<file path="config.mk">
export PLATFORM = sky130hd
export DESIGN_NAME = nand_seq
export DESIGN_NICKNAME = d
export VERILOG_FILES = /design/src/rtl/nand_seq.sv
export SDC_FILE = /design/constraint.sdc
export NUM_CORES = 1
export LEC_CHECK = 0
export ABC_AREA = 1
export BUFFER_PORTS_ARGS = -buffer_cell sky130_fd_sc_hd__buf_2
export CAP_MARGIN = 20
export CORE_MARGIN = 2
export CORE_UTILIZATION = 25
export DETAILED_ROUTE_END_ITERATION = 12
export GPL_TIMING_DRIVEN = 0
export SETUP_SLACK_MARGIN = 0.2
export SLEW_MARGIN = 20
export SYNTH_ARGS = -nofsm -noshare
export SYNTH_HDL_FRONTEND = slang
export SYNTH_SLANG_ARGS = --single-unit
</file>
<file path="constraint.sdc">
create_clock -name clk -period 2.4 [get_ports clk]
set_input_delay 0.48 -clock clk [delete_from_list [all_inputs] [get_ports clk]]
set_output_delay 0.48 -clock clk [all_outputs]
set_load 0.01 [all_outputs]
</file>
<file path="src/rtl/nand_seq.sv">
module nand_seq #(
  parameter int CW = 8,
  parameter int TW = 16,
  parameter int LW = 12
) (
  input  logic          clk,
  input  logic          rst_n,
  input  logic          req_valid,
  output logic          req_ready,
  input  logic [2:0]    req_op,
  input  logic [11:0]   req_col,
  input  logic [15:0]   req_page,
  input  logic [LW-1:0] req_len,
  input  logic [7:0]    wr_data,
  output logic          wr_take,
  output logic [7:0]    rd_data,
  output logic          rd_valid,
  output logic          done,
  output logic [1:0]    result,
  input  logic [CW-1:0] t_wp,
  input  logic [CW-1:0] t_wh,
  input  logic [CW-1:0] t_whr,
  input  logic [CW-1:0] t_rr,
  input  logic [CW-1:0] t_wb,
  input  logic [TW-1:0] t_to,
  output logic          nand_ce_n,
  output logic          nand_cle,
  output logic          nand_ale,
  output logic          nand_we_n,
  output logic          nand_re_n,
  output logic [7:0]    nand_dq_out,
  output logic          nand_dq_oe,
  input  logic [7:0]    nand_dq_in,
  input  logic          nand_rb
);

  localparam logic [2:0] OP_RD = 3'd0, OP_PG = 3'd1, OP_ER = 3'd2, OP_ST = 3'd3, OP_RS = 3'd4;
  localparam logic [1:0] R_OK = 2'd0, R_FAIL = 2'd1, R_TO = 2'd2, R_BAD = 2'd3;

  typedef enum logic [3:0] {
    S_IDLE, S_CMD1, S_ADDR, S_DATW, S_CMD2, S_WB, S_BUSY,
    S_RR, S_DATR, S_STC, S_WHR, S_STR
  } st_t;

  st_t           st;
  logic [2:0]    op;
  logic [11:0]   col;
  logic [15:0]   page;
  logic [LW-1:0] len, idx;
  logic [1:0]    ph;
  logic [CW-1:0] cnt, cnt_nx;
  logic [TW-1:0] tmo;
  logic [7:0]    wbyte, bus_byte;
  logic [1:0]    rb_q;
  logic          wr_st, rd_st, last_addr, last_byte;

  assign wr_st     = st inside {S_CMD1, S_ADDR, S_DATW, S_CMD2, S_STC};
  assign rd_st     = st inside {S_DATR, S_STR};
  assign cnt_nx    = cnt + 1'b1;
  assign last_addr = (op == OP_ER) ? (idx == LW'(1)) : (idx == LW'(3));
  assign last_byte = (idx == len - 1'b1);

  assign req_ready   = (st == S_IDLE);
  assign nand_ce_n   = (st == S_IDLE);
  assign nand_cle    = st inside {S_CMD1, S_CMD2, S_STC};
  assign nand_ale    = (st == S_ADDR);
  assign nand_we_n   = !(wr_st && ph == 2'd1);
  assign nand_re_n   = !(rd_st && ph == 2'd1);
  assign nand_dq_oe  = wr_st;
  assign nand_dq_out = bus_byte;

  always_comb begin
    bus_byte = 8'h00;
    case (st)
      S_CMD1:
        case (op)
          OP_RD:   bus_byte = 8'h00;
          OP_PG:   bus_byte = 8'h80;
          OP_ER:   bus_byte = 8'h60;
          OP_ST:   bus_byte = 8'h70;
          default: bus_byte = 8'hFF;
        endcase
      S_ADDR:
        if (op == OP_ER) bus_byte = idx[0] ? page[15:8] : page[7:0];
        else
          case (idx[1:0])
            2'd0:    bus_byte = col[7:0];
            2'd1:    bus_byte = {4'h0, col[11:8]};
            2'd2:    bus_byte = page[7:0];
            default: bus_byte = page[15:8];
          endcase
      S_CMD2:  bus_byte = (op == OP_RD) ? 8'h30 : (op == OP_PG) ? 8'h10 : 8'hD0;
      S_STC:   bus_byte = 8'h70;
      S_DATW:  bus_byte = wbyte;
      default: bus_byte = 8'h00;
    endcase
  end

  always_ff @(posedge clk or negedge rst_n) begin
    if (!rst_n) begin
      st <= S_IDLE; op <= OP_RD; col <= '0; page <= '0; len <= '0; idx <= '0;
      ph <= 2'd0; cnt <= '0; tmo <= '0; wbyte <= 8'h00; rb_q <= 2'b00;
      rd_data <= 8'h00; rd_valid <= 1'b0; wr_take <= 1'b0; done <= 1'b0; result <= R_OK;
    end else begin
      done <= 1'b0; rd_valid <= 1'b0; wr_take <= 1'b0;
      rb_q <= {rb_q[0], nand_rb};
      case (st)
        S_IDLE:
          if (req_valid) begin
            op <= req_op; col <= req_col; page <= req_page; len <= req_len;
            idx <= '0; cnt <= '0; ph <= 2'd0;
            if (req_op > OP_RS) begin
              done <= 1'b1; result <= R_BAD;
            end else st <= S_CMD1;
          end
        S_WB:
          if (cnt == t_wb) begin st <= S_BUSY; cnt <= '0; tmo <= '0; end
          else cnt <= cnt_nx;
        S_BUSY:
          if (rb_q[1]) begin st <= S_RR; cnt <= '0; end
          else if (tmo == t_to) begin st <= S_IDLE; done <= 1'b1; result <= R_TO; end
          else tmo <= tmo + 1'b1;
        S_RR:
          if (cnt == t_rr) begin
            cnt <= '0; ph <= 2'd0; idx <= '0;
            if (op == OP_RD) st <= S_DATR;
            else if (op == OP_RS) begin st <= S_IDLE; done <= 1'b1; result <= R_OK; end
            else st <= S_STC;
          end else cnt <= cnt_nx;
        S_WHR:
          if (cnt == t_whr) begin st <= S_STR; cnt <= '0; ph <= 2'd0; end
          else cnt <= cnt_nx;
        default:
          case (ph)
            2'd0:
              if (cnt_nx == t_wh) begin ph <= 2'd1; cnt <= '0; end
              else cnt <= cnt_nx;
            2'd1:
              if (cnt_nx == t_wp) begin
                ph <= 2'd2; cnt <= '0;
                if (rd_st) begin rd_data <= nand_dq_in; rd_valid <= 1'b1; end
              end else cnt <= cnt_nx;
            default: begin
              ph <= 2'd0;
              case (st)
                S_CMD1:
                  if (op == OP_ST) st <= S_WHR;
                  else if (op == OP_RS) st <= S_WB;
                  else st <= S_ADDR;
                S_ADDR:
                  if (last_addr) begin
                    idx <= '0;
                    if (op == OP_PG) begin st <= S_DATW; wbyte <= wr_data; wr_take <= 1'b1; end
                    else st <= S_CMD2;
                  end else idx <= idx + 1'b1;
                S_DATW:
                  if (last_byte) st <= S_CMD2;
                  else begin idx <= idx + 1'b1; wbyte <= wr_data; wr_take <= 1'b1; end
                S_CMD2: st <= S_WB;
                S_STC:  st <= S_WHR;
                S_DATR:
                  if (last_byte) begin st <= S_IDLE; done <= 1'b1; result <= R_OK; end
                  else idx <= idx + 1'b1;
                S_STR: begin
                  st <= S_IDLE; done <= 1'b1;
                  result <= (op != OP_ST && rd_data[0]) ? R_FAIL : R_OK;
                end
                default: st <= S_IDLE;
              endcase
            end
          endcase
      endcase
    end
  end

  p_strobe_excl_r12: assert property (@(posedge clk) disable iff (!rst_n)
    !(!nand_we_n && !nand_re_n));
  p_cle_ale_excl_r12: assert property (@(posedge clk) disable iff (!rst_n)
    !(nand_cle && nand_ale));
  p_oe_read_r12: assert property (@(posedge clk) disable iff (!rst_n)
    nand_dq_oe |-> nand_re_n);
  p_latch_hold_r2: assert property (@(posedge clk) disable iff (!rst_n)
    $rose(nand_we_n) |-> ($stable(nand_cle) && $stable(nand_ale) && $stable(nand_dq_out)));
  p_done_idle_r13: assert property (@(posedge clk) disable iff (!rst_n)
    done |-> (nand_ce_n && req_ready));
  p_done_pulse_r13: assert property (@(posedge clk) disable iff (!rst_n)
    done |=> !done);
  p_rdv_sample_r5: assert property (@(posedge clk) disable iff (!rst_n)
    rd_valid |-> $past(!nand_re_n));

endmodule

</file>
After elaboration in Yosys (flattened, before gate mapping)
Index checks and enable logic that the tools add are counted.

word-level totals
  bits in registers = 108
  bits in latches = 0
  RAM bits = 0
  memory bits (read-only) = 0
  bits of input ports = 119
  output and inout port bits = 28
  logic and storage cells = 202
  memories kept = 0

cells by class
  add/sub/neg operators = 4
  $mul = 0
  div/mod/pow operators = 0
  $lt $le $gt $ge = 1
  equal/unequal tests = 54
  shifts and indexed selects = 0
  muxes and demuxes = 90
  bitwise operators = 5
  reductions and logical operators = 32

operator list
  kind                                                    number
  2-to-1 mux 8 bit                                        14
  case mux 8 bit (5 select lines)                         2
  2-to-1 mux 12 bit                                       5
  2-to-1 mux 4 bit                                        14
  2-to-1 mux 16 bit                                       3
  == test 8 bit                                           5
  case mux 12 bit (3 select lines)                        1
  case mux 16 bit (2 select lines)                        1
  case mux 8 bit (2 select lines)                         2
  case mux 8 bit (4 select lines)                         1
  2-to-1 mux 2 bit                                        14
  inequality test 2 bit (second input constant)           12
  case mux 12 bit (2 select lines)                        1
  case mux 4 bit (6 select lines)                         1
  case mux 8 bit (3 select lines)                         1
  2-to-1 mux 1 bit                                        20
  case mux 4 bit (5 select lines)                         1
  AND reduction 6 bit                                     3
  adder 16 x 1 -> 16 bit (second input constant)          1
  == test 16 bit                                          1
  == test 4 x 3 -> 1 bit (second input constant)          4
  == test 4 bit (second input constant)                   4
  case mux 2 bit (4 select lines)                         2
  inequality test 7 x 3 -> 1 bit (second input constant)  2
  47 further kinds                                        71

Depth between registers and ports, before layout
Gate-level depths: netlist of the first run.

  word-level depth = 6
  depth in mapped cells = 16
  depth with buffers taken out = 16

Least setup slack after synthesis of the first run
No wires, ideal clock.

  kind = reg2out
  start point = register idx[0]
  end point = output port nand_dq_out[2]
  arrival time = 1,689 ps
  required time = 1,920 ps
  slack = 231 ps
  cell stages (with the launch flop) = 11
  buffers on the path = 2
  path through = dfrtp_1 > inv_1 > clkbuf_1 > ha_1 > clkbuf_1 > a21oi_1 > o211ai_1 > o211ai_1 > o21ai_0 > nand2_1 > nand3_1

on the way
  longest elaborated chain between the ends = 4
  elaborated cells between the ends (all ways) = 7
  those cells by class = eq/ne: 2; mux: 4; reduce/logical: 1

RTL lines
  what                                         RTL line  text
  from (decl)                                  49        logic [LW-1:0] len, idx;
  from (signal assigned)                       155       end else idx <= idx + 1'b1;
  from (signal assigned)                       163       else idx <= idx + 1'b1;
  == test 2 bit, or another cell as far along  86        case (idx[1:0])
  case mux 8 bit (3 select lines)              86
  2-to-1 mux 8 bit *                           84        if (op == OP_ER) bus_byte = idx[0] ? page[15:8] : page[7:0];
  case mux 8 bit (5 select lines) *            74        case (st)
  to (decl)                                    31        output logic [7:0] nand_dq_out,

Mark *: on every way between the ends. The rest lies on a longest branch, timed or not.

Worst setup path in the final report of the first run
  start point = register idx[0]
  end point = output port nand_dq_out[5]

Same word-level chain as after synthesis.

==> results of run 1 <==
-- worst max path at each step --
stage,start,end,slack [ps],cells after the start
final,idx[0],nand_dq_out[5],-100,10
after global routing,idx[0],nand_dq_out[5],-200,10
after CTS,idx[0],nand_dq_out[5],-150,10
after detailed placement,idx[0],nand_dq_out[2],-400,11
after global placement,rst_n,rd_data[1],-620,1
after floorplan,idx[0],nand_dq_out[2],230,10
-- registers in the layout, indices dropped and copies added, names as in the netlist, 4 cells and up --
name	cells
cnt	8
col	12
idx	12
len	12
page	16
rd_data	8
st	4
tmo	16
wbyte	8
-- per-layer routing --
| layer | vias to the layer above | wire length [um] |
|---|---|---|
| li1 | 3833 | - |
| met1 | 3547 | 10600 |
| met2 | 238 | 10500 |
| met3 | 28 | 1170 |
| met4 | 0 | 296 |
| met5 | - | 0 |
-- cell usage after synthesis, drive strengths merged, types with 4 or more instances --
| cell | number | area, um^2 |
|---|---|---|
| nand2 | 416 | 1600 |
| dfrtp | 108 | 2700 |
| inv | 103 | 389 |
| nor2 | 96 | 405 |
| nand3 | 80 | 410 |
| o21ai | 46 | 230 |
| xnor2 | 38 | 333 |
| nand4 | 26 | 175 |
| xor2 | 25 | 219 |
| buf | 21 | 146 |
| clkbuf | 17 | 67.6 |
| nor3 | 16 | 101 |
| a21oi | 14 | 70.1 |
| o31ai | 12 | 90.1 |
| o211ai | 10 | 75.1 |
| or2 | 9 | 56.3 |
| ha | 7 | 87.6 |
| nand3b | 6 | 45.0 |
| nor4 | 6 | 37.5 |
| a31oi | 4 | 25.0 |
-- stage by stage --
stage	std cells	instance area (um^2)	setup TNS, ps	setup WS, ps
2_1_floorplan	1072	7370	0	231
3_3_place_gp	1602	8580	-68620	-618
3_5_place_dp	1603	8610	-4740	-400
4_1_cts	1644	9370	-917	-151
5_1_grt	1663	9830	-2900	-196
6_report	1663	9830	-419	-104
-- cells by family (layout without fill, tap and decap cells) --
logic type                 count (synthesis)  after routing  synth area share (%)
and+or+nand+nor                          656            656                  38.5
AOI/OAI and AO/OA                         95             95                  7.86
DFF                                      108            108                  36.7
xor gates and xnor gates                  63             63                  7.49
buffers and inverters                    143            350                  8.29
adders and majority gates                  7              7                  1.19
-- layout make-up --
type                            count  share of cell area (%)
Clock inverter                      7                   0.981
Buffer                             38                    2.57
Inverter                          105                    4.20
Sequential cell                   108                    27.5
Clock buffer                        9                    2.29
Multi-Input combinational cell    821                    45.5
Tap cell                          384                    4.89
Timing Repair inverter              1                  0.0637
Timing Repair Buffer              190                    12.0
-- critical path, cell delays in order, from the launching register on --
cell,delay [ps]
dfrtp_1,380
inv_2,60
buf_8,130
ha_4,160
buf_8,130
a221o_1,310
o21ai_1,80
nand2_1,70
nand3_1,70
nand4_1,120
buf_2,170
-- power by group through the flow --
stage | sequential, mW | clock [mW] | combinational (mW)
after CTS | 3.09 | 1.66 | 5.72
after global placement | 3.09 | 0 | 4.97
after global routing | 3.22 | 1.71 | 7.05
after floorplan | 2.93 | 0 | 3.68
after detailed placement | 3.12 | 0 | 5.04
final | 3.13 | 1.60 | 6.31
-- repair_timing --
action / 4_1_cts / 5_1_grt
hold buffers: 1 / 0
buffers inserted: 21 / 18
cloned: 3 / 1
resized for setup: 83 / 94
pin swaps: 19 / 27
endpoints found under the hold margin: 7 / 0
setup endpoints to repair: 63 / 94
==> results.py, run 1 <==
metrics = {
    "layout": {
        "nFillCells": 3142,
        "seq_area_um2": 2710,
        "diodes": 0,
        "final_util_pct": 34.0,
        "area_growth_pct": 33.4,
        "multiInputGateArea_um2": 4470,
        "drive_gt1_share_pct": 28.5,
        "layout.nets": 1400,
        "final_cell_mix": "nand2_1 (369), buf_2 (152), dfrtp_1 (105), inv_1 (86), nand3_1 (73)",
        "final_common_cell": "nand2_1",
    },
    "routing": {
        "drt_iter0_markers": 444,
        "viasPerCell": 4.60,
        "drc": 0,
        "drtPass1Iterations": 5,
        "num_vias": 7646,
        "ant_nets": 0,
        "wl_per_cell_um": 13.6,
        "drt-total-wl_mm": 22.6,
    },
    "outcome": {
        "status": "finished, violations left",
        "violations": "negative setup slack",
    },
    "clock_network": {
        "worst_skew_pair.late_latency_ps": 370,
        "clockBufferDepth": 2,
        "cts-root-buf": "clkbuf_16",
        "h-tree-depth": 3,
        "clkSlewWorstSetupHoldPaths_ps": 90,
        "cts_buffers": 9,
        "cts.sinks": 108,
        "cts_tree": "built",
    },
    "hold_path": {
        "whs_path_depth": 1,
        "hp-start": "nand_rb",
        "hold-path-endpoint": "rb_q[0]",
        "hp-class": "input pin to register",
    },
    "sta": {
        "fin_crit_ps": 2500,
        "setup_ws_ps": -104,
        "skew_ps": 16.1,
        "slew_violations": 0,
        "timing_worst_slew_pin_value_ps": 575,
        "max_freq_mhz": 399,
        "hold_viol": 0,
        "setup_viol": 9,
        "rsz0062_at_grt": "yes",
        "max_slew_margin_pct": 61.7,
        "whs_ps": 261,
        "post-route-period-util_pct": 104,
    },
    "die": {
        "initial_utilization_pct": 25.5,
        "num_io_pins": 147,
        "dieArea_um2": 30900,
        "coreArea_um2": 28900,
        "num_rows": 62,
        "chipHeight_um": 176,
        "die-width_um": 176,
    },
    "global_routing": {
        "grt_util_met1_pct": 20.3,
        "grt_usage_pct": 14.6,
        "grtUsageMet3_pct": 2.25,
        "grtUsageMet2_pct": 24.2,
        "first_global_vias": 7334,
        "grt_pass1_wl_mm": 36.8,
        "busiest_layer": "met2",
        "grt_max_degree": 74,
        "antenna_found_initial": 0,
        "gr-total-overflow": 0,
    },
    "logic_synthesis": {
        "syn_area_per_cell_um2": 6.87,
        "ys_warn_count": 0,
        "synthCells": 1072,
        "synth_seq_cells": 108,
        "synth_area_um2": 7370,
        "synth_cell_types": 44,
        "synth_edf_count": 0,
        "async_reset_ff_share_pct": 100,
        "syn_nets": 1198,
        "yosysSeqAreaShare_pct": 36.7,
        "synth_flop_cell": "dfrtp_1",
    },
    "power_and_ir_drop": {
        "power.leakage_nw": 4.83,
        "power.total_mw": 11.0,
        "p_int_mw": 5.82,
        "swShare_pct": 47.3,
        "pwr_density_cell_nw_per_um2": 1120,
        "p_seq_share_pct": 28.4,
        "irDropWorstVdd_mv": 0.767,
        "p_comb_share_pct": 57.2,
        "p_sw_mw": 5.23,
        "clkPwrFrac_pct": 14.5,
    },
    "setup_path": {
        "critPathLaunchType": "register",
        "worstRegToRegCells": 18,
        "end_kind": "output pin",
        "worstPathRequired_ps": 1920,
        "cp_max_fo": 7,
        "critPathArrivalTime_ps": 2020,
        "regToRegEndpoint": "idx[2]",
        "r2r_start": "idx[0]",
        "crit_type": "register to output pin",
        "ff2ff_setup_slack_ps": 0,
    },
    "job": {
        "cap_violations": 0,
    },
    "placed_design": {
        "io_buffers": 146,
        "dp_hpwl_mm": 16.9,
        "place_congestion": 0.894,
    },
}
No activity file was read; power rests on OpenSTA's default activity.
==> run 2, diff against run 1 <==
==> constraint.sdc (replaced) <==
create_clock -name clk -period 3 [get_ports clk]
set_input_delay 0.6 -clock clk [delete_from_list [all_inputs] [get_ports clk]]
set_output_delay 0.6 -clock clk [all_outputs]
set_load 0.01 [all_outputs]
==> run 2 against run 1 <==
  * The run now ends clean
  * First-iteration DRC count increased by 0.23%
  * Global-route usage decreased by 0.32 points
  * Clock power decreased by 20%
  * Sequential power decreased by 21%
  * Sequential share of layout area increased by 2.4 points
  * Combinational power decreased by 34%
  * Largest power group unchanged
==> results.py, run 2 (same netlist as run 1, synthesis figures left out) <==
metrics = {
    "outcome": {
        "status": "finished clean",
    },
    "global_routing": {
        "antenna_found_initial": 0,
        "first_global_vias": 7171,
        "gr-total-overflow": 0,
        "grt_pass1_wl_mm": 36.0,
        "grt_usage_pct": 14.3,
        "grt_max_degree": 74,
    },
    "layout": {
        "nFillCells": 3211,
        "seq_area_um2": 2710,
        "multiInputGateArea_um2": 4070,
        "instances_no_fill": 1625,
        "area_growth_pct": 22.5,
        "layout.nets": 1362,
        "final_cell_mix": "nand2_1 (406), buf_2 (156), dfrtp_1 (105), inv_1 (99), nor2_1 (86)",
        "diodes": 0,
        "final_util_pct": 31.3,
        "drive_gt1_share_pct": 19.6,
        "final_common_cell": "nand2_1",
        "stdcell_area_um2": 9020,
        "largestRegisters": "page: 16 flops, tmo: 16 flops",
    },
    "setup_path": {
        "r2r_start": "st[2]",
        "crit_type": "register to output pin",
        "critPathLaunchType": "register",
        "critPathArrivalTime_ps": 2130,
        "cp_max_fo": 5,
        "critical_path.startpoint": "idx[0]",
        "end_kind": "output pin",
        "worstPathRequired_ps": 2400,
    },
    "sta": {
        "max_freq_mhz": 366,
        "max_slew_margin_pct": 56.7,
        "rsz0062_at_grt": "yes",
        "slew_violations": 0,
        "post-route-period-util_pct": 91.1,
        "hold_viol": 0,
        "tns_ps": 0,
        "skew_ps": 17.3,
        "fin_crit_ps": 2730,
        "timing_worst_slew_pin_value_ps": 647,
        "setup_viol": 0,
    },
    "clock_network": {
        "worst_skew_pair.late_latency_ps": 370,
        "cts-root-buf": "clkbuf_16",
        "cts_buffers": 9,
        "clockBufferDepth": 2,
        "cts.sinks": 108,
        "holdBufCountCts": 0,
        "cts_tree": "built",
        "h-tree-depth": 3,
        "clkSlewWorstSetupHoldPaths_ps": 90,
    },
    "job": {
        "cap_violations": 0,
    },
    "die": {
        "initial_utilization_pct": 25.5,
        "dieArea_um2": 30900,
        "chipHeight_um": 176,
        "num_rows": 62,
        "coreArea_um2": 28900,
        "num_io_pins": 147,
        "die-width_um": 176,
    },
    "placed_design": {
        "placed_cell_area_um2": 8610,
        "dp_hpwl_mm": 16.9,
        "io_buffers": 146,
        "place_congestion": 0.894,
        "place_inst": 1603,
    },
    "routing": {
        "drc": 0,
        "ant_nets": 0,
        "drtPass1Iterations": 5,
        "drt-total-wl_mm": 21.7,
        "wl_per_cell_um": 13.3,
        "viasPerCell": 4.51,
        "num_vias": 7326,
        "drt_iter0_markers": 445,
    },
    "power_and_ir_drop": {
        "power.leakage_nw": 4.58,
        "irDropWorstVdd_mv": 0.568,
        "power.total_mw": 7.88,
        "pwr_density_cell_nw_per_um2": 874,
    },
    "hold_path": {
        "hp-class": "input pin to asynchronous set/reset pin",
    },
}
==> run 2: layout make-up <==
cell class | count | share of cell area (%)
multi-input cells | 821 | 45.1
flip-flops and latches | 108 | 30.0
repair buffers | 153 | 8.97
well taps | 384 | 5.32
inverters | 105 | 4.41
plain buffers | 38 | 2.65
clock buffers | 9 | 2.50
clock inverters | 7 | 1.07
==> run 2: per-stage QoR <==
step / hold slack (ps) / worst slack, ps
2_1_floorplan: 304 / 711
3_3_place_gp: 338 / -138
3_5_place_dp: 336 / 79.8
4_1_cts: 117 / 230
5_1_grt: 128 / 167
6_report: 117 / 268
==> run 2: worst max-delay path, stage by stage, from the launching register on <==
cell      delay [ps]
dfrtp_1          410
inv_2             90
clkbuf_8         140
ha_2             220
inv_1            110
o211ai_1         260
o211ai_1         120
o21ai_0          110
nand2_1           80
nand3_1           90
buf_2            140
==> run 2: power breakdown <==
part	total, mW	switching [mW]	internal [mW]	leakage [nW]
clock	1.28	0.664	0.611	0.155
combinational	4.14	2.61	1.53	3.04
sequential	2.47	0.495	1.97	1.38
==> run 2: layer usage <==
layer / routed length [um] / up-vias / track usage (%) / part of all wire, %
met5: 0 / - / 0 / 0
li1: - / 3755 / - / -
met2: 9910 / 199 / 23.4 / 46
met4: 287 / 0 / 3.06 / 1.3
met1: 10400 / 3354 / 19.9 / 48
met3: 1070 / 18 / 2.25 / 4.9
==> run 2: path summary, 6_finish.rpt <==
path,end,slack [ps],cells past startpoint
max in group asynchronous,st[0],2170,2
worst min register to register,rb_q[1],370,0
worst max-delay path,nand_dq_out[2],270,10
min in group clk,rb_q[1],370,0
worst min-delay path,col[8],120,1
worst max register to register,col[8],420,7
==> run 2: timing repair <==
item,4_1_cts,5_1_grt
buffers inserted,3,3
resized for setup,11,10
endpoints found under the setup margin,8,9
